### config.mk
export PLATFORM = sky130hd
export DESIGN_NAME = mdio_cmd_engine
export DESIGN_NICKNAME = d
export VERILOG_FILES = /design/src/rtl/mdio_pkg.sv /design/src/rtl/mdio_clk_div.sv /design/src/rtl/mdio_frame_shift.sv /design/src/rtl/mdio_cmd_engine.sv
export SDC_FILE = /design/constraint.sdc
export NUM_CORES = 1
export LEC_CHECK = 0
export BUFFER_PORTS_ARGS = -buffer_cell sky130_fd_sc_hd__buf_2
export CAP_MARGIN = 20
export CORE_MARGIN = 5
export CORE_UTILIZATION = 55
export CTS_CLUSTER_SIZE = 12
export DETAILED_ROUTE_END_ITERATION = 6
export GPL_TIMING_DRIVEN = 0
export PLACE_DENSITY = 0.75
export SLEW_MARGIN = 20
export SYNTH_ARGS = -nofsm -noshare
export SYNTH_HDL_FRONTEND = slang
export SYNTH_HIERARCHICAL = 1
export SYNTH_SLANG_ARGS = --single-unit
### constraint.sdc
create_clock -name clk -period 5.2 [get_ports clk]
set_input_delay 0.26 -clock clk [delete_from_list [all_inputs] [get_ports clk]]
set_output_delay 0.26 -clock clk [all_outputs]
set_load 0.01 [all_outputs]
### src/rtl/mdio_pkg.sv
package mdio_pkg;
   typedef enum logic [1:0] {
      MDIO_OP_WR = 2'b01,
      MDIO_OP_RD = 2'b10
   } mdio_op_e;

   localparam logic [1:0] MDIO_SOF = 2'b01;
   localparam logic [1:0] MDIO_TA  = 2'b10;

   function automatic int unsigned mdio_frame_len(int unsigned pre, int unsigned aw, int unsigned dw);
      return pre + 2 + 2 + 2 * aw + 2 + dw;
   endfunction
endpackage

### src/rtl/mdio_clk_div.sv
module mdio_clk_div #(
   parameter int unsigned DIV_W     = 2,
   parameter int unsigned BASE_HALF = 8
) (
   input  logic             clk,
   input  logic             rst_n,
   input  logic             run,
   input  logic [DIV_W-1:0] div,
   output logic             mdc,
   output logic             rise,
   output logic             fall
);
   localparam int unsigned MAX_HALF = BASE_HALF << ((1 << DIV_W) - 1);
   localparam int unsigned CNT_W    = $clog2(MAX_HALF);

   logic [CNT_W-1:0] cnt_q;
   logic [CNT_W-1:0] half_m1;
   logic             tick;

   always_comb begin
      half_m1 = CNT_W'((BASE_HALF << div) - 1);
      tick    = run && (cnt_q == half_m1);
      rise    = tick && !mdc;
      fall    = tick && mdc;
   end

   always_ff @(posedge clk or negedge rst_n) begin
      if (!rst_n) begin
         cnt_q <= '0;
         mdc   <= 1'b0;
      end else if (!run) begin
         cnt_q <= '0;
         mdc   <= 1'b0;
      end else if (tick) begin
         cnt_q <= '0;
         mdc   <= ~mdc;
      end else begin
         cnt_q <= cnt_q + 1'b1;
      end
   end
endmodule

### src/rtl/mdio_frame_shift.sv
module mdio_frame_shift
   import mdio_pkg::*;
#(
   parameter int unsigned PRE_LEN = 32,
   parameter int unsigned ADDR_W  = 5,
   parameter int unsigned DATA_W  = 16
) (
   input  logic              clk,
   input  logic              rst_n,
   input  logic              start,
   input  logic              active,
   input  logic              is_rd,
   input  logic [ADDR_W-1:0] phy,
   input  logic [ADDR_W-1:0] rga,
   input  logic [DATA_W-1:0] wdata,
   input  logic              rise,
   input  logic              fall,
   input  logic              mdio_i,
   output logic              mdio_o,
   output logic              mdio_oe,
   output logic [DATA_W-1:0] rdata,
   output logic              done
);
   localparam int unsigned FRAME_LEN = mdio_frame_len(PRE_LEN, ADDR_W, DATA_W);
   localparam int unsigned BC_W      = $clog2(FRAME_LEN);
   localparam logic [BC_W-1:0] REL_IDX  = BC_W'(PRE_LEN + 4 + 2 * ADDR_W);
   localparam logic [BC_W-1:0] DAT_IDX  = BC_W'(PRE_LEN + 6 + 2 * ADDR_W);
   localparam logic [BC_W-1:0] LAST_IDX = BC_W'(FRAME_LEN - 1);

   logic [FRAME_LEN-1:0] sh_q;
   logic [BC_W-1:0]      bcnt_q;
   logic                 rd_q;
   logic [DATA_W-1:0]    rx_q;
   mdio_op_e             op;

   assign op      = is_rd ? MDIO_OP_RD : MDIO_OP_WR;
   assign mdio_o  = sh_q[FRAME_LEN-1];
   assign mdio_oe = active && (!rd_q || (bcnt_q < REL_IDX));
   assign done    = active && fall && (bcnt_q == LAST_IDX);
   assign rdata   = rx_q;

   always_ff @(posedge clk or negedge rst_n) begin
      if (!rst_n) begin
         sh_q   <= '0;
         bcnt_q <= '0;
         rd_q   <= 1'b0;
         rx_q   <= '0;
      end else if (start) begin
         sh_q   <= {{PRE_LEN{1'b1}}, MDIO_SOF, op, phy, rga, MDIO_TA,
                    (is_rd ? {DATA_W{1'b0}} : wdata)};
         bcnt_q <= '0;
         rd_q   <= is_rd;
      end else if (active) begin
         if (rise && rd_q && (bcnt_q >= DAT_IDX))
            rx_q <= {rx_q[DATA_W-2:0], mdio_i};
         if (fall && (bcnt_q != LAST_IDX)) begin
            bcnt_q <= bcnt_q + 1'b1;
            sh_q   <= {sh_q[FRAME_LEN-2:0], 1'b1};
         end
      end
   end
endmodule

### src/rtl/mdio_cmd_engine.sv
module mdio_cmd_engine #(
   parameter int unsigned PRE_LEN   = 32,
   parameter int unsigned ADDR_W    = 5,
   parameter int unsigned DATA_W    = 16,
   parameter int unsigned DIV_W     = 2,
   parameter int unsigned BASE_HALF = 8
) (
   input  logic              clk,
   input  logic              rst_n,
   input  logic              cmd_we,
   input  logic              cmd_go,
   input  logic              cmd_wr,
   input  logic [DIV_W-1:0]  cmd_div,
   input  logic [ADDR_W-1:0] cmd_phy,
   input  logic [ADDR_W-1:0] cmd_reg,
   input  logic              data_we,
   input  logic [DATA_W-1:0] data_wdata,
   output logic [DATA_W-1:0] data_rdata,
   output logic              busy,
   output logic              mdc,
   output logic              mdio_o,
   output logic              mdio_oe,
   input  logic              mdio_i
);
   generate
      if (PRE_LEN < 1 || ADDR_W < 1 || DATA_W < 2 || DIV_W < 1 || BASE_HALF < 2) begin : g_bad_cfg
         $error("mdio_cmd_engine: illegal parameter set");
      end
   endgenerate

   logic              busy_q;
   logic              wr_q;
   logic [DIV_W-1:0]  div_q;
   logic [DATA_W-1:0] data_q;
   logic [DATA_W-1:0] rx_data;
   logic [DATA_W-1:0] load_data;
   logic              accept;
   logic              done;
   logic              rise;
   logic              fall;

   assign accept    = cmd_we && cmd_go && !busy_q;
   assign load_data = data_we ? data_wdata : data_q;
   assign busy       = busy_q;
   assign data_rdata = data_q;

   always_ff @(posedge clk or negedge rst_n) begin
      if (!rst_n) begin
         busy_q <= 1'b0;
         wr_q   <= 1'b0;
         div_q  <= '0;
         data_q <= '0;
      end else begin
         if (accept) begin
            busy_q <= 1'b1;
            wr_q   <= cmd_wr;
            div_q  <= cmd_div;
         end else if (done) begin
            busy_q <= 1'b0;
         end
         if (data_we && !busy_q)
            data_q <= data_wdata;
         else if (done && !wr_q)
            data_q <= rx_data;
      end
   end

   mdio_clk_div #(.DIV_W(DIV_W), .BASE_HALF(BASE_HALF)) u_clk (
      .clk  (clk),
      .rst_n(rst_n),
      .run  (busy_q),
      .div  (div_q),
      .mdc  (mdc),
      .rise (rise),
      .fall (fall)
   );

   mdio_frame_shift #(.PRE_LEN(PRE_LEN), .ADDR_W(ADDR_W), .DATA_W(DATA_W)) u_shift (
      .clk    (clk),
      .rst_n  (rst_n),
      .start  (accept),
      .active (busy_q),
      .is_rd  (!cmd_wr),
      .phy    (cmd_phy),
      .rga    (cmd_reg),
      .wdata  (load_data),
      .rise   (rise),
      .fall   (fall),
      .mdio_i (mdio_i),
      .mdio_o (mdio_o),
      .mdio_oe(mdio_oe),
      .rdata  (rx_data),
      .done   (done)
   );
endmodule

Word level (Yosys, flattened, before mapping)
Index checks and enable logic that the tools add are counted.
Widths: inputs -> output; s select.
Word-level totals
  logic and storage cells: 64
  output and inout port bits: 20
  memories: 0
  bits in latches: 0
  register bits after elaboration: 114
  memory bits (writable): 0
  ROM bits: 0
Operators by class
  multiplexer cells: 17
  multipliers: 0
  order comparisons: 2
  div/mod/pow operators: 0
  shift operators: 1
  reduce and logical (&&, ||, !) cells: 25
  bitwise logic cells: 2
  equal/unequal tests: 4
  $add $sub $neg: 3
Operators with widths (number)
  $mux 64: 3
  $mux 16: 4
  $mux 6: 5
  $logic_and 1x1->1: 13
  $add 6x1->6 const B: 2
  $reduce_bool 2->1: 4
  $eq 6x6->1: 1
  $eq 6x6->1 const B: 1
  $ge 6x6->1 const B: 1
  $lt 6x6->1 const B: 1
  $ne 6x6->1 const B: 1
  $shl 4x2->6 const A: 1
  $sub 6x1->6 const B: 1
  $logic_not 1->1: 5
  $mux 1: 4
  $reduce_and 3->1: 1
  $mux 2: 1
  $ne 2x1->1 const B: 1
  $not 1->1: 2
  $reduce_and 2->1: 1
  $logic_or 1x1->1: 1

Longest topological paths before layout
  depth after elaboration: 10
  mapped depth: 10

Modules after synthesis
The synthesis kept the hierarchy.
By module, submodules not included
  mdio_frame_shift: cells an instance 363, sequential area each 2177.1 sq um, area each 4006.3 sq um, times used 1
  mdio_cmd_engine: cells an instance 84, sequential area each 500.5 sq um, area each 1255.0 sq um, times used 1
  mdio_clk_div: cells an instance 37, sequential area each 175.2 sq um, area each 394.1 sq um, times used 1

Worst setup path after synthesis
Ideal clock, no wire load.
  kind: register -> register
  start: register u_clk.cnt_q[5]
  end: register data_q[0] (netlist: data_rdata[0])
  arrival time: 2493 ps
  setup slack: 2582 ps
  clock period less this slack: 2618 ps
  library setup time: 125 ps
  stages on the path, launching flop included: 11
  cell sequence: dfrtp_1 nand2b_1 a21o_1 a221oi_4 and3_1 nand2_1 nor3_1 inv_1 o21ai_2 buf_6 mux2_4
Between the ends
  word-level cells in the longest chain between the ends: 7
Ends and longest elaborated chain
  from (decl): RTL line mdio_clk_div.sv:16  | logic [CNT_W-1:0] cnt_q;
  from (signal assigned): RTL line mdio_clk_div.sv:38  | cnt_q <= cnt_q + 1'b1;
  $eq 6x6->1: RTL line mdio_clk_div.sv:22  | tick = run && (cnt_q == half_m1);
  $logic_and 1x1->1: RTL line mdio_clk_div.sv:22
  $logic_and 1x1->1: RTL line mdio_clk_div.sv:24  | fall = tick && mdc;
  net fall: RTL line mdio_cmd_engine.sv:40  | logic fall;
  $logic_and 1x1->1 (2 in series): RTL line mdio_frame_shift.sv:39  | assign done = active && fall && (bcnt_q == LAST_IDX);
  net done: RTL line mdio_cmd_engine.sv:38  | logic done;
  $logic_and 1x1->1: RTL line mdio_cmd_engine.sv:63  | else if (done && !wr_q)
  $reduce_bool 2->1 (no line)
  to (signal assigned): RTL line mdio_cmd_engine.sv:62  | data_q <= data_wdata;
  to (signal assigned): RTL line mdio_cmd_engine.sv:64  | data_q <= rx_data;
  to (decl): RTL line mdio_cmd_engine.sv:34  | logic [DATA_W-1:0] data_q;
The timed path passes the listed nets, and every way through them passes these cells.
A chain may end at the register's enable or synchronous reset.

Worst setup path in the final report
  start: register u_clk.cnt_q[5]
  end: register data_q[2] (netlist: data_rdata[2])
The elaborated chain is that of the path after synthesis.

==> flow_summary.yaml <==
cells_and_area:
  drive_gt1_frac: 0.305
  mostFrequentLayoutCells: "dfrtp_1, buf_2, mux2_2"
  area_growth_pct: 20.9
  design_area_um2: 6840
  nNetsFinal: 605
  fin_util: 0.671
  antennaDiodeCount: 0
  final_common_cell: "dfrtp_1"
global_routing:
  grt_pass1_vias: 4301
  overflow: 0
  antenna_found_initial: 0
  grt_first_pass_wirelength_um: 20900
  grt.total_usage: 0.208
  grt_max_degree: 82
floorplan:
  rows: 37
  die-height_um: 111
  die_x_um: 111
  core_um2: 10200
  initial_core_util: 0.555
  io_pins: 55
  dieArea_um2: 12400
place:
  gp_congestion: 0.786
  port_buffers: 53
  dp_hpwl_um: 8320
  place_area_um2: 6120
power:
  p_switching_uw: 763
  power.internal_uw: 2050
  power_frac_clock: 0.414
  power.density_nw_per_um2: 412
  p_leak_uw: 0.00299
  p_total_uw: 2820
  comb_power_share: 0.157
  ir_drop_v: 0.000283
  p_sw_frac: 0.271
  seqPwrFrac: 0.428
clocking:
  numCtsBuffers: 17
  htreeDepth: 4
  cts_sinks: 114
  clock_latency_ps: 530
  root_buffer: "clkbuf_8"
  cts_resized: 0
  clk_transition_reported_paths_ps: 60
  cts_buffer_depth: 2
  cts_tree: "done"
hold_path:
  hold_start: "cmd_reg[3]"
  min_path_type: "input port to register"
setup_path:
  critical_path.max_fanout: 10
  worstPathArrival_ps: 3430
  path_delay_family: "compound AO/OA/AOI/OAI gates"
  path_cells: "nand2b_1, a21o_1, a221oi_4, and3_1, nand2_1, nor3_1, inv_1, o21ai_2, buf_6, mux2_4"
  cp-start-kind: "register"
  rrSetupSlack_ps: 2180
  cpPeakStageDelay_ps: 450
  cp-startpoint: "u_clk/cnt_q[5]$_DFF_PN0_"
  crit_type: "register to register"
  worst-path-buf-inv: 2
  critPathSlowestCell: "a221oi_4"
  crit_path_end_kind: "register"
  reg2reg_from: "u_clk/cnt_q[5]$_DFF_PN0_"
  required_ps: 5610
synth:
  yosysWarnings: 6
  syn_area_um2: 5660
  synth_top_cell_area_share: 0.504
  yosysSeqAreaShare: 0.504
  netlist_instances: 484
  ys_seq_elements: 114
  async_flop_share: 1.00
  ys_types: 49
  synth_fp_nets: 521
  synth_edf_count: 0
  yosysTopAreaCell: "dfrtp_1"
  dominantRegCellSynth: "dfrtp_1"
  yosys-top-cells-area: "dfrtp_1, mux2_2, mux2i_1"
  syn_area_per_cell_um2: 11.7
timing:
  post-route-min-period_ps: 3020
  final.setup.tns_ps: 0
  maxSlewHeadroom: 0.645
  rsz0062_at_grt: "false"
  setup_viol: 0
  tightestPinTransition_ps: 533
  hold_viol_final: 0
  slew_violations: 0
  hold_slack_ps: 9.17
  fmax_mhz: 331
  skew_ps: 11.0
  min_period_over_period: 0.582
outcome:
  status: "completed"
drt:
  wl_per_cell_um: 17.2
  route.detailed.drc: 0
  drtIter0Drc: 325
  drt-total-wl_um: 12400
  firstDrtPassIters: 4
  num_vias: 4098
  vias_per_cell: 5.72
  antenna_left: 0
run:
  drv_cap: 0
==> sequential cells by signal (all words and copies together), names as in the netlist <==
register,flops
busy,1
data_rdata,16
div_q,2
u_clk/cnt_q,6
u_clk/mdc,1
u_shift/bcnt_q,6
u_shift/rd_q,1
u_shift/rdata,16
u_shift/sh_q,64
wr_q,1
==> power groups by stage <==
stage	Combinational, uW	Sequential, uW	Clock (uW)
floorplan	302	1190	0
global placement	411	1200	0
detailed placement	437	1220	0
CTS	449	1200	1190
global route	499	1230	1230
finish	443	1210	1170
==> final timing paths <==
check | endpoint | cells past startpoint
max reg2reg | data_rdata[2]$_DFFE_PN0P_ | 10
min in group asynchronous | data_rdata[12]$_DFFE_PN0P_ | 2
max | data_rdata[2]$_DFFE_PN0P_ | 10
min reg2reg | u_clk/cnt_q[0]$_DFF_PN0_ | 1
max in group asynchronous | u_shift/sh_q[47]$_DFFE_PN0P_ | 3
min | u_shift/sh_q[21]$_DFFE_PN0P_ | 3
==> metrics by stage <==
step / cells / setup WS, ps
6_report: 717 / 2180
5_1_grt: 717 / 1960
4_1_cts: 717 / 2160
3_5_place_dp: 674 / 2190
3_3_place_gp: 673 / 2210
2_1_floorplan: 484 / 2580
==> cell usage after synthesis (3+ instances only) <==
library cell,n
nand2_1,40
and2_1,4
mux2i_1,38
buf_6,10
clkbuf_1,20
dfrtp_1,114
buf_2,4
nor3b_1,4
mux2_4,20
mux2_2,47
nor2_1,41
and3_1,3
o311ai_0,23
o2111ai_1,27
inv_1,36
nand3_1,3
xor2_1,3
o21ai_0,6
==> layer usage <==
layer,wire length [um],up-vias,GRT usage
met5,0,-,0
met4,205,0,0.0868
met3,574,19,0.0543
met2,6270,96,0.346
met1,5310,2075,0.258
li1,-,1908,-
==> cells by family (layout without fill, tap and decap cells) <==
group	count (synthesis)	after routing	synth area share
DFF	114	114	0.504
buffers and inverters	72	169	0.0648
AOI/OAI and AO/OA	74	74	0.112
and+or+nand+nor	113	113	0.0938
muxes	105	105	0.214
xor gates and xnor gates	4	4	0.00620
adders and majority gates	2	2	0.00442
==> final cells by class <==
type	count	area (um^2)
fill	778	3350
sequential	114	2850
multi-input combinational	298	2440
clock buffer	19	442
timing repair buffer	65	409
buffer	35	228
tap	136	170
clock inverter	13	159
inverter	37	139
==> worst register-to-register path, cell delays in order, from the launching register on <==
cell      delay, ps
dfrtp_1         410
nand2b_1        150
a21o_1          200
a221oi_4        450
and3_1          300
nand2_1         110
nor3_1          220
inv_1            90
o21ai_2         390
buf_6           260
mux2_4          330
==> what timing repair did <==
action | in CTS | in global routing
hold buffers | 11 | 0
setup buffers | 0 | 0
endpoints found under the hold margin | 43 | 0
Power figures use the tool's default switching activity.
